File: src/rtl/prg_map_pkg.sv
package prg_map_pkg;
  typedef enum logic [1:0] {
    MAP_16K_A = 2'd0,
    MAP_16K_B = 2'd1,
    MAP_8K_WIN = 2'd2,
    MAP_8K = 2'd3
  } map_mode_e;

  typedef struct packed {
    logic       hit;
    logic       use_16k;
    logic [1:0] reg_sel;
    logic       force_last;
  } win_sel_t;
endpackage

File: src/rtl/prg_bank_regs.sv
module prg_bank_regs #(
  parameter int NUM_REGS = 4,
  parameter int DATA_W   = 8,
  localparam int IDX_W   = $clog2(NUM_REGS)
) (
  input  logic                             clk_i,
  input  logic                             rst_ni,
  input  logic                             wr_en_i,
  input  logic [IDX_W-1:0]                 wr_idx_i,
  input  logic [DATA_W-1:0]                wr_data_i,
  output logic [NUM_REGS-1:0][DATA_W-1:0]  regs_o
);
  for (genvar g = 0; g < NUM_REGS; g++) begin : g_reg
    always_ff @(posedge clk_i or negedge rst_ni) begin
      if (!rst_ni) begin
        regs_o[g] <= '1;  // last bank after reset
      end else if (wr_en_i && (wr_idx_i == IDX_W'(g))) begin
        regs_o[g] <= wr_data_i;
      end
    end
  end
endmodule

File: src/rtl/prg_window_decode.sv
module prg_window_decode
  import prg_map_pkg::*;
#(
  parameter int CPU_ADDR_W = 16
) (
  input  logic [CPU_ADDR_W-1:0] cpu_addr_i,
  input  logic [1:0]            mode_i,
  input  logic                  win_en_i,
  output win_sel_t              sel_o
);
  map_mode_e mode;
  logic      low_win_on;
  logic [2:0] top3;

  assign mode       = map_mode_e'(mode_i);
  assign low_win_on = win_en_i && (mode == MAP_8K_WIN);
  assign top3       = cpu_addr_i[CPU_ADDR_W-1 -: 3];

  always_comb begin
    sel_o = '0;
    if (top3[2]) begin
      sel_o.hit     = 1'b1;
      sel_o.use_16k = (mode == MAP_16K_A) || (mode == MAP_16K_B);
      if (sel_o.use_16k) begin
        sel_o.reg_sel = {top3[1], 1'b0};
      end else begin
        sel_o.reg_sel    = top3[1:0];
        sel_o.force_last = low_win_on && (top3[1:0] == 2'b11);
      end
    end else if (top3 == 3'b011 && low_win_on) begin
      sel_o.hit     = 1'b1;
      sel_o.reg_sel = 2'b11;
    end
  end
endmodule

File: src/rtl/prg_bank_compose.sv
module prg_bank_compose
  import prg_map_pkg::*;
#(
  parameter int NUM_REGS   = 4,
  parameter int DATA_W     = 8,
  parameter int CPU_ADDR_W = 16,
  parameter int INNER8_W   = 6,
  parameter int INNER16_W  = 5,
  parameter int OUTER_W    = 2,
  localparam int PAGE8_W   = CPU_ADDR_W - 3,
  localparam int PAGE16_W  = CPU_ADDR_W - 2,
  localparam int BANK8_W   = OUTER_W + INNER8_W,
  localparam int BANK16_W  = OUTER_W + INNER16_W - 1,
  localparam int PRG_W     = BANK8_W + PAGE8_W
) (
  input  logic [NUM_REGS-1:0][DATA_W-1:0] regs_i,
  input  win_sel_t                        sel_i,
  input  logic [OUTER_W-1:0]              outer_i,
  input  logic [CPU_ADDR_W-1:0]           cpu_addr_i,
  output logic [PRG_W-1:0]                prg_addr_o,
  output logic                            prg_valid_o
);
  logic [DATA_W-1:0]        reg_val;
  logic [INNER8_W-1:0]      inner8;
  logic [BANK8_W-1:0]       bank8;
  logic [BANK16_W-1:0]      bank16;
  logic [BANK16_W+PAGE16_W-1:0] addr16;

  assign reg_val = regs_i[sel_i.reg_sel];
  assign inner8  = sel_i.force_last ? '1 : reg_val[INNER8_W-1:0];
  assign bank8   = {outer_i, inner8};
  // outer overlaps the top inner bit in 16 KB mode; merged by OR
  assign bank16  = (BANK16_W'(outer_i) << (INNER16_W - 1))
                 | BANK16_W'(reg_val[INNER16_W-1:0]);
  assign addr16  = {bank16, cpu_addr_i[PAGE16_W-1:0]};

  always_comb begin
    prg_valid_o = sel_i.hit;
    if (!sel_i.hit)          prg_addr_o = '0;
    else if (sel_i.use_16k)  prg_addr_o = PRG_W'(addr16);
    else                     prg_addr_o = {bank8, cpu_addr_i[PAGE8_W-1:0]};
  end
endmodule

File: src/rtl/prg_bank_mapper.sv
module prg_bank_mapper
  import prg_map_pkg::*;
#(
  parameter int CPU_ADDR_W = 16,
  parameter int DATA_W     = 8,
  parameter int NUM_REGS   = 4,
  parameter int INNER8_W   = 6,
  parameter int INNER16_W  = 5,
  parameter int OUTER_W    = 2,
  parameter int OUTER_LSB  = 1,
  parameter int WIN_EN_BIT = 7,
  parameter logic [CPU_ADDR_W-1:0] REG_BASE = 16'h8000,
  localparam int IDX_W     = $clog2(NUM_REGS),
  localparam int PRG_W     = OUTER_W + INNER8_W + CPU_ADDR_W - 3
) (
  input  logic                  clk_i,
  input  logic                  rst_ni,
  input  logic [CPU_ADDR_W-1:0] cpu_addr_i,
  input  logic                  cpu_wr_i,
  input  logic [DATA_W-1:0]     cpu_data_i,
  input  logic [DATA_W-1:0]     ctrl_mode_i,
  input  logic [DATA_W-1:0]     ctrl_outer_i,
  output logic [PRG_W-1:0]      prg_addr_o,
  output logic                  prg_valid_o
);
  logic [NUM_REGS-1:0][DATA_W-1:0] regs;
  logic                            reg_wr;
  win_sel_t                        sel;

  assign reg_wr = cpu_wr_i
               && (cpu_addr_i[CPU_ADDR_W-1:IDX_W] == REG_BASE[CPU_ADDR_W-1:IDX_W]);

  prg_bank_regs #(.NUM_REGS(NUM_REGS), .DATA_W(DATA_W)) u_regs (
    .clk_i     (clk_i),
    .rst_ni    (rst_ni),
    .wr_en_i   (reg_wr),
    .wr_idx_i  (cpu_addr_i[IDX_W-1:0]),
    .wr_data_i (cpu_data_i),
    .regs_o    (regs)
  );

  prg_window_decode #(.CPU_ADDR_W(CPU_ADDR_W)) u_dec (
    .cpu_addr_i (cpu_addr_i),
    .mode_i     (ctrl_mode_i[1:0]),
    .win_en_i   (ctrl_mode_i[WIN_EN_BIT]),
    .sel_o      (sel)
  );

  prg_bank_compose #(
    .NUM_REGS(NUM_REGS), .DATA_W(DATA_W), .CPU_ADDR_W(CPU_ADDR_W),
    .INNER8_W(INNER8_W), .INNER16_W(INNER16_W), .OUTER_W(OUTER_W)
  ) u_comp (
    .regs_i      (regs),
    .sel_i       (sel),
    .outer_i     (ctrl_outer_i[OUTER_LSB +: OUTER_W]),
    .cpu_addr_i  (cpu_addr_i),
    .prg_addr_o  (prg_addr_o),
    .prg_valid_o (prg_valid_o)
  );
endmodule

File: config.mk
export PLATFORM = sky130hd
export DESIGN_NAME = prg_bank_mapper
export DESIGN_NICKNAME = d
export VERILOG_FILES = /design/src/rtl/prg_map_pkg.sv /design/src/rtl/prg_bank_regs.sv /design/src/rtl/prg_window_decode.sv /design/src/rtl/prg_bank_compose.sv /design/src/rtl/prg_bank_mapper.sv
export SDC_FILE = /design/constraint.sdc
export NUM_CORES = 1
export LEC_CHECK = 0
export ABC_AREA = 1
export BUFFER_PORTS_ARGS = -buffer_cell sky130_fd_sc_hd__buf_4
export CAP_MARGIN = 15
export CORE_ASPECT_RATIO = 2
export CORE_MARGIN = 2
export CORE_UTILIZATION = 24
export DETAILED_ROUTE_END_ITERATION = 10
export GPL_ROUTABILITY_DRIVEN = 0
export PLACE_DENSITY = 0.52
export SYNTH_ARGS = -nofsm -noshare
export SYNTH_HDL_FRONTEND = slang
export SYNTH_HIERARCHICAL = 1
export SYNTH_SLANG_ARGS = --single-unit
File: constraint.sdc
create_clock -name clk_i -period 3.2 [get_ports clk_i]
set_clock_uncertainty 0.1 [all_clocks]
set_input_delay 0.64 -clock clk_i [delete_from_list [all_inputs] [get_ports clk_i]]
set_output_delay 0.64 -clock clk_i [all_outputs]
set_load 0.005 [all_outputs]
==> flow_metrics.py, run 1 <==
metrics = {
    "pwr": {
        "irDropWorstVdd_v": 0.000203,
        "p_seq_share_pct": 41.0,
        "p_int_mw": 0.562,
        "clkPwrFrac_pct": 39.5,
        "power.net_switching_mw": 0.182,
        "swShare_pct": 24.4,
        "p_leak_nw": 1.22,
        "powerDensity_mw_per_mm2": 329,
        "comb_power_share_pct": 19.4,
    },
    "synth": {
        "syn_area_sq_mm": 0.00178,
        "syn-num-nets": 301,
        "synth.avg_cell_area_sq_um": 6.89,
        "netlist_instances": 258,
        "yosysWarnings": 6,
    },
    "placed_design": {
        "port_buffers": 51,
        "dpl_cell_area_sq_mm": 0.00217,
        "dp_hpwl_microns": 3710,
    },
    "detailed_routing": {
        "wl_per_cell_microns": 11.8,
        "firstDrtPassIters": 4,
        "viasPerCell": 4.23,
        "drt-initial-drc-count": 56,
        "drtAntennaViolNets": 0,
        "post-route-drc-count": 0,
        "vias": 1672,
        "wl_microns": 4660,
    },
    "clock_tree": {
        "cts_buffer_depth": 2,
        "htreeDepth": 1,
        "clock-sinks": 24,
        "cts_tree": "yes",
        "path_clk_slew_ns": 0.06,
        "clock_latency_ns": 0.26,
        "cts_resized": 0,
        "ctsHoldBuffers": 0,
        "cts_root_buffer": "clkbuf_16",
        "numCtsBuffers": 3,
        "post_cts_buffers": 0,
    },
    "setup_path": {
        "startpoint_type": "input pin",
        "arrival_ns": 1.93,
        "worstSetupEndpointType": "output port",
        "cp_max_fo": 12,
        "crit_required_ns": 2.46,
        "worstSetupPathType": "in -> out",
    },
    "timing": {
        "rsz0062_at_grt": "false",
        "max_freq_ghz": 0.375,
        "hold_viol": 0,
        "post-route-period-util_pct": 83.4,
        "finalSetupTns_ns": 0,
        "slew_viol_final": 0,
        "worstMarginPinSlew_ns": 0.432,
        "maxSlewHeadroom_pct": 71.1,
        "finalSetupViolCount": 0,
        "min_period_ns": 2.67,
    },
    "floorplan": {
        "die_y_microns": 126,
        "fp.dieArea_sq_mm": 0.00815,
        "fp.dieW_microns": 64.8,
        "rows": 44,
        "start_util_pct": 24.6,
        "ios": 65,
        "coreArea_sq_mm": 0.00721,
    },
    "final_layout": {
        "post-route-util_pct": 31.4,
        "n_antenna_cell": 0,
        "syn2layout_area_growth_pct": 27.4,
        "fin_area_sq_mm": 0.00226,
        "top_register": "u_regs/regs_o",
        "reg.largest.list": "u_regs/regs_o (24)",
        "drive_gt1_share_pct": 31.7,
        "fillerInstances": 811,
        "largest_reg_flops": 24,
        "num-nets-final": 347,
    },
    "hold_path": {
        "hold_class": "reg -> reg",
    },
    "global_routing": {
        "grt_pass1_vias": 1565,
        "gr-usage-all-layers_pct": 11.7,
        "antenna_found_initial": 0,
        "grt_max_degree": 29,
        "grt_overflow": 0,
        "grt_pass1_wl_microns": 7510,
    },
    "job": {
        "max_cap_violations": 0,
    },
    "outcome": {
        "run_status": "finished clean",
    },
}
-- critical path, cell delays in order --
cell and delay (ns):
buf_4 0.12, nand2_1 0.07, nor2_1 0.04, nand2_1 0.08, nand2_1 0.16, inv_2 0.23, nand2_1 0.07, nand3_1 0.12
nand2_1 0.08, nand2_1 0.07, nand2_1 0.06, nor2_1 0.08, buf_4 0.12
-- power groups by stage --
stage	logic (mW)	registers (mW)	clock network [mW]
global placement	0.145	0.310	0
finish	0.145	0.305	0.294
global route	0.161	0.305	0.316
floorplan	0.0727	0.310	0
CTS	0.147	0.305	0.305
detailed placement	0.146	0.310	0
-- cell type report --
type                            instances  area (sq um)  area share, %
Sequential cell                        24           631           27.9
Timing Repair Buffer                   54           405           17.9
Inverter                               35           159           7.02
Multi-Input combinational cell        186           865           38.2
Clock buffer                            4          88.8           3.92
Tap cell                               92           115           5.09
-- cells in the final DEF, fill, tap and decap left out, drive strengths merged --
| cell | n |
|---|---|
| clkbuf | 4 |
| nand2 | 116 |
| nor2 | 20 |
| dfstp | 24 |
| buf | 54 |
| inv | 33 |
| nor3 | 2 |
| o21ai | 2 |
| nand4 | 18 |
| nand3 | 22 |
| a211oi | 1 |
| a21oi | 5 |
| bufinv | 2 |
-- final timing paths --
path,startpoint,end,slack (ns),cells after the start
min in group asynchronous,rst_ni,u_regs/regs_o[18],0.43,1
hold / removal,u_regs/regs_o[3],u_regs/regs_o[3],0.36,2
setup reg to reg,u_regs/regs_o[25],u_regs/regs_o[25],2.39,2
setup / recovery,ctrl_mode_i[1],prg_addr_o[14],0.53,13
max in group asynchronous,rst_ni,u_regs/regs_o[17],2.54,1
hold reg to reg,u_regs/regs_o[3],u_regs/regs_o[3],0.36,2
-- stage by stage --
stage	setup WS (ns)	cells	power (mW)	hold WS, ns
floorplan	0.974	258	0.382	0.340
global placement	0.512	391	0.455	0.351
detailed placement	0.505	391	0.456	0.352
CTS	0.501	395	0.757	0.362
global route	0.305	395	0.782	0.371
finish	0.532	395	0.744	0.359
-- metal layers --
layer | vias up | GRT usage, % | wire length [microns]
met5 | - | 0 | 0
met4 | 0 | 4.76 | 74
met2 | 50 | 21.8 | 2470
met3 | 5 | 1.70 | 247
met1 | 725 | 12.7 | 1870
li1 | 892 | - | -
Note: power is estimated with default switching activity, not from simulation.
==> run 2: changes to the inputs <==
- PLACE_DENSITY: 0.52 -> 0.53
- clock period: 3.2 -> 2.4 ns (I/O delays scaled with it)
==> run 2 against run 1 <==
Routed wire length decreased by 2.2%. Register-to-register slack lost 0.81 ns. Clock-buffer cell count is 1 lower. First-iteration DRC count is 5.4% higher. Critical endpoint is now prg_addr_o[17]. Critical path type unchanged. Global-route usage about the same. Die area unchanged. Utilization grew 0.64 points. Cell count is 0.25% higher. Sequential share of layout area down 0.56 points.
==> flow_metrics.py, run 2 (same netlist as run 1, synthesis figures left out) <==
metrics = {
    "clock_tree": {
        "htreeDepth": 1,
        "path_clk_slew_ns": 0.06,
        "cts_root_buffer": "clkbuf_16",
        "ctsHoldBuffers": 0,
        "clock_latency_ns": 0.26,
        "cts_buffer_depth": 2,
        "clock-sinks": 24,
        "cts_tree": "yes",
        "numCtsBuffers": 3,
    },
    "final_layout": {
        "fillerInstances": 808,
        "top_register": "u_regs/regs_o",
        "regArea_sq_um": 631,
        "post-route-util_pct": 32.0,
        "drive_gt1_share_pct": 32.9,
        "fin_area_sq_mm": 0.00231,
        "final_cell_mix": "112 x nand2_1, 54 x buf_4, 31 x inv_1",
        "final_cells": 396,
        "num-nets-final": 348,
        "syn2layout_area_growth_pct": 30.0,
        "multi_input_area_sq_um": 877,
        "largest_reg_flops": 24,
        "layout_commonest_cell": "nand2_1",
        "reg.largest.list": "u_regs/regs_o (24)",
        "n_antenna_cell": 0,
    },
    "detailed_routing": {
        "drt-initial-drc-count": 59,
        "firstDrtPassIters": 4,
        "vias": 1694,
        "viasPerCell": 4.28,
        "wl_per_cell_microns": 11.5,
        "drtAntennaViolNets": 0,
        "post-route-drc-count": 0,
        "wl_microns": 4560,
    },
    "floorplan": {
        "rows": 44,
        "coreArea_sq_mm": 0.00721,
        "start_util_pct": 24.6,
        "fp.dieW_microns": 64.8,
        "ios": 65,
        "die_y_microns": 126,
        "fp.dieArea_sq_mm": 0.00815,
    },
    "global_routing": {
        "grt_pass1_vias": 1643,
        "gr-usage-met3_pct": 0.982,
        "grt_max_degree": 29,
        "gr-usage-all-layers_pct": 11.7,
        "grt_overflow": 0,
        "met1_usage_pct": 13.6,
        "grt_pass1_wl_microns": 7600,
        "antenna_found_initial": 0,
        "top_usage_layer": "met2",
        "grt_use_met2_pct": 21.3,
    },
    "timing": {
        "post-route-period-util_pct": 94.5,
        "slew_viol_final": 0,
        "finalSetupViolCount": 0,
        "min_period_ns": 2.27,
        "finalSetupTns_ns": 0,
        "layout_setup_ws_ns": 0.131,
        "worstMarginPinSlew_ns": 0.462,
        "max_freq_ghz": 0.441,
        "maxSlewHeadroom_pct": 69.1,
        "hold_viol": 0,
    },
    "placed_design": {
        "dpl_cell_area_sq_mm": 0.00218,
        "port_buffers": 51,
        "place_ws_ns": 0.0779,
        "placed_cells": 392,
        "dp_hpwl_microns": 3670,
    },
    "pwr": {
        "p_leak_nw": 1.25,
        "irDropWorstVdd_v": 0.000289,
        "powerDensity_mw_per_mm2": 464,
    },
    "outcome": {
        "run_status": "finished clean",
    },
    "setup_path": {
        "cp_max_fo": 12,
        "startpoint_type": "input pin",
        "worstSetupEndpointType": "output port",
        "crit_required_ns": 1.82,
        "worstSetupPathType": "in -> out",
        "arrival_ns": 1.69,
    },
    "hold_path": {
        "hold_class": "in -> async",
    },
    "job": {
        "max_cap_violations": 0,
    },
}
[run 2: through the flow]
| stage | hold WS (ns) | power, mW |
|---|---|---|
| global placement | 0.350 | 0.608 |
| finish | 0.261 | 1.07 |
| floorplan | 0.232 | 0.510 |
| detailed placement | 0.352 | 0.610 |
| CTS | 0.285 | 1.08 |
| global route | 0.299 | 1.13 |
[run 2: cell type report]
cell class	count	area share (%)
repair buffers	55	18.2
well taps	92	4.98
clock inverters	1	1.30
inverters	35	6.99
flip-flops and latches	24	27.3
multi-input cells	186	38.0
clock buffers	3	3.25
[run 2: timing repair]
item / 4_1_cts / 5_1_grt
resized for setup: 0 / 6
buffers inserted: 0 / 0
endpoints found under the setup margin: 0 / 4
[run 2: per-layer routing]
metal	up-vias	share of wire, %	wire [microns]
met5	-	0	0
met4	0	1.7	77
met3	5	5.4	244
met2	59	54	2450
met1	742	39	1780
li1	888	-	-
[run 2: critical path: stages]
cell,delay (ns)
buf_4,0.13
nor2_1,0.10
nand2_1,0.10
nand2_2,0.13
buf_8,0.14
nand2_1,0.05
nand3_1,0.10
nand2_1,0.08
nand2_1,0.06
nand2_1,0.05
nor2_1,0.14
buf_4,0.13
[run 2: path summary, 6_finish.rpt]
kind                                        start                 to  slack [ns]  depth (start not counted)
max in group asynchronous                  rst_ni  u_regs/regs_o[17]        1.91                          1
worst min register to register   u_regs/regs_o[5]   u_regs/regs_o[5]        0.36                          2
worst min-delay path                       rst_ni  u_regs/regs_o[28]        0.26                          1
worst max register to register  u_regs/regs_o[27]  u_regs/regs_o[27]        1.58                          2
worst max-delay path               cpu_addr_i[15]     prg_addr_o[17]        0.13                         12
min in group clk_i               u_regs/regs_o[5]   u_regs/regs_o[5]        0.36                          2
[run 2: power by group]
part / internal (mW) / switching [mW] / leakage, nW / total, mW
logic: 0.0912 / 0.105 / 0.950 / 0.196
registers: 0.407 / 0.0000809 / 0.247 / 0.407
clock network: 0.331 / 0.137 / 0.0511 / 0.468
total: 0.829 / 0.242 / 1.25 / 1.07
==> run 3: changes to the inputs <==
- BUFFER_PORTS_ARGS: -buffer_cell sky130_fd_sc_hd__buf_4 -> default
- CORE_MARGIN: 2 -> default
- DONT_BUFFER_PORTS: default -> 1
- PLACE_DENSITY: 0.53 -> 0.46
==> run 3 against run 2 <==
Sequential share of layout area increased by 5.2 points. Global-route usage increased by 0.28 points. Total power down 7.3%. Clock-buffer cell count is the same. Fmax rose by 4.9%. Worst hold slack lost 0.048 ns. Clock power is 1% higher. Cell area fell by 16%.
==> flow_metrics.py, run 3 (same netlist as run 1, synthesis figures left out) <==
metrics = {
    "outcome": {
        "run_status": "finished clean",
    },
    "floorplan": {
        "fp.dieArea_sq_mm": 0.00777,
        "ios": 65,
        "rows": 44,
        "die_y_microns": 124,
        "start_util_pct": 24.6,
        "coreArea_sq_mm": 0.00721,
        "fp.dieW_microns": 62.8,
    },
    "setup_path": {
        "worstSetupEndpointType": "output port",
        "arrival_ns": 1.58,
        "cp_max_fo": 12,
        "worstSetupPathType": "in -> out",
        "crit_required_ns": 1.82,
        "startpoint_type": "input pin",
    },
    "final_layout": {
        "drive_gt1_share_pct": 18.4,
        "num-nets-final": 299,
        "n_antenna_cell": 0,
        "largest_reg_flops": 24,
        "syn2layout_area_growth_pct": 9.30,
        "top_register": "u_regs/regs_o",
        "layout_commonest_cell": "nand2_1",
        "reg.largest.list": "u_regs/regs_o (24)",
        "fillerInstances": 816,
        "final_cell_mix": "113 x nand2_1, 31 x inv_1, 24 x dfstp_2",
    },
    "timing": {
        "min_period_ns": 2.16,
        "finalSetupTns_ns": 0,
        "finalSetupViolCount": 0,
        "slew_viol_final": 0,
        "hold_ws_ns": 0.214,
        "hold_viol": 0,
        "worstMarginPinSlew_ns": 0.449,
        "max_freq_ghz": 0.462,
        "post-route-period-util_pct": 90.1,
        "maxSlewHeadroom_pct": 69.9,
        "rsz0062_at_grt": "false",
    },
    "detailed_routing": {
        "wl_microns": 4440,
        "viasPerCell": 4.42,
        "wl_per_cell_microns": 12.8,
        "vias": 1535,
        "post-route-drc-count": 0,
        "drt-initial-drc-count": 54,
        "drtAntennaViolNets": 0,
        "firstDrtPassIters": 4,
    },
    "global_routing": {
        "antenna_found_initial": 0,
        "grt_pass1_vias": 1443,
        "gr-usage-all-layers_pct": 11.9,
        "grt_overflow": 0,
        "grt_max_degree": 29,
        "grt_pass1_wl_microns": 7200,
    },
    "pwr": {
        "powerDensity_mw_per_mm2": 511,
        "clkPwrFrac_pct": 47.9,
        "power.net_switching_mw": 0.214,
        "comb_power_share_pct": 11.2,
        "irDropWorstVdd_v": 0.000443,
        "p_int_mw": 0.779,
        "p_seq_share_pct": 41.0,
        "p_leak_nw": 1.00,
        "swShare_pct": 21.6,
    },
    "clock_tree": {
        "clock-sinks": 24,
        "clock_latency_ns": 0.26,
        "cts_buffer_depth": 2,
        "cts_root_buffer": "clkbuf_16",
        "htreeDepth": 1,
        "cts_tree": "yes",
        "path_clk_slew_ns": 0.07,
        "numCtsBuffers": 3,
        "cts_resized": 0,
    },
    "placed_design": {
        "dp_hpwl_microns": 3570,
        "port_buffers": 0,
    },
    "job": {
        "max_cap_violations": 0,
    },
    "hold_path": {
        "hold_class": "in -> reg",
    },
}
-- run 3: final cells by class --
| class | count | area [sq um] | area share (%) |
|---|---|---|---|
| flip-flops and latches | 24 | 631 | 32.5 |
| well taps | 92 | 115 | 5.93 |
| inverters | 35 | 159 | 8.18 |
| clock buffers | 3 | 75.1 | 3.87 |
| clock inverters | 1 | 30.0 | 1.55 |
| multi-input cells | 186 | 865 | 44.5 |
| repair buffers | 6 | 67.6 | 3.48 |
-- run 3: power groups by stage --
stage / clock network (mW) / logic (mW) / registers (mW)
after floorplan: 0 / 0.0970 / 0.413
after global placement: 0 / 0.0974 / 0.413
after global routing: 0.507 / 0.127 / 0.407
after CTS: 0.490 / 0.108 / 0.407
after detailed placement: 0 / 0.0982 / 0.413
final: 0.475 / 0.111 / 0.407
-- run 3: worst paths after layout --
check                                  startpoint           endpoint  slack (ns)  depth (start not counted)
min in group asynchronous                  rst_ni   u_regs/regs_o[2]        0.71                          1
worst min-delay path                cpu_addr_i[1]  u_regs/regs_o[26]        0.21                          2
worst max-delay path               ctrl_mode_i[7]     prg_addr_o[16]        0.24                         11
worst max register to register  u_regs/regs_o[28]  u_regs/regs_o[28]        1.58                          2
worst min register to register   u_regs/regs_o[5]   u_regs/regs_o[5]        0.36                          2
max in group asynchronous                  rst_ni  u_regs/regs_o[19]        1.26                          2
-- run 3: per-layer routing --
layer  share of wire [%]  routed length (microns)  GRT usage (%)  vias to the layer above
met3                 3.7                      166           1.28                        2
met1                  40                     1770           13.3                      694
li1                    -                        -              -                      794
met4                 1.1                       48           4.36                        0
met2                  55                     2460           22.9                       45
met5                   0                        0              0                        -
-- run 3: stage by stage --
step	power [mW]	worst slack [ns]	std cells	instance area, sq um	util, %
finish	0.993	0.238	347	1940	26.9
global route	1.04	0.0740	347	1940	26.9
CTS	1.01	0.204	346	1910	26.5
floorplan	0.510	0.494	258	1780	-
global placement	0.510	0.200	341	1800	24.9
detailed placement	0.511	0.205	341	1800	24.9
-- run 3: timing repair --
action | in CTS | in global routing
hold endpoints to repair | 24 | 0
setup buffers | 0 | 0
hold buffers | 1 | 0
-- run 3: critical path: stages --
cell	delay (ns)
nand2_1	0.06
nor2_1	0.04
nand2_1	0.08
nand2_1	0.16
inv_2	0.23
nand2_1	0.10
nand3_2	0.09
nand2_1	0.05
nand2_1	0.05
nand2_1	0.05
nor2_1	0.19
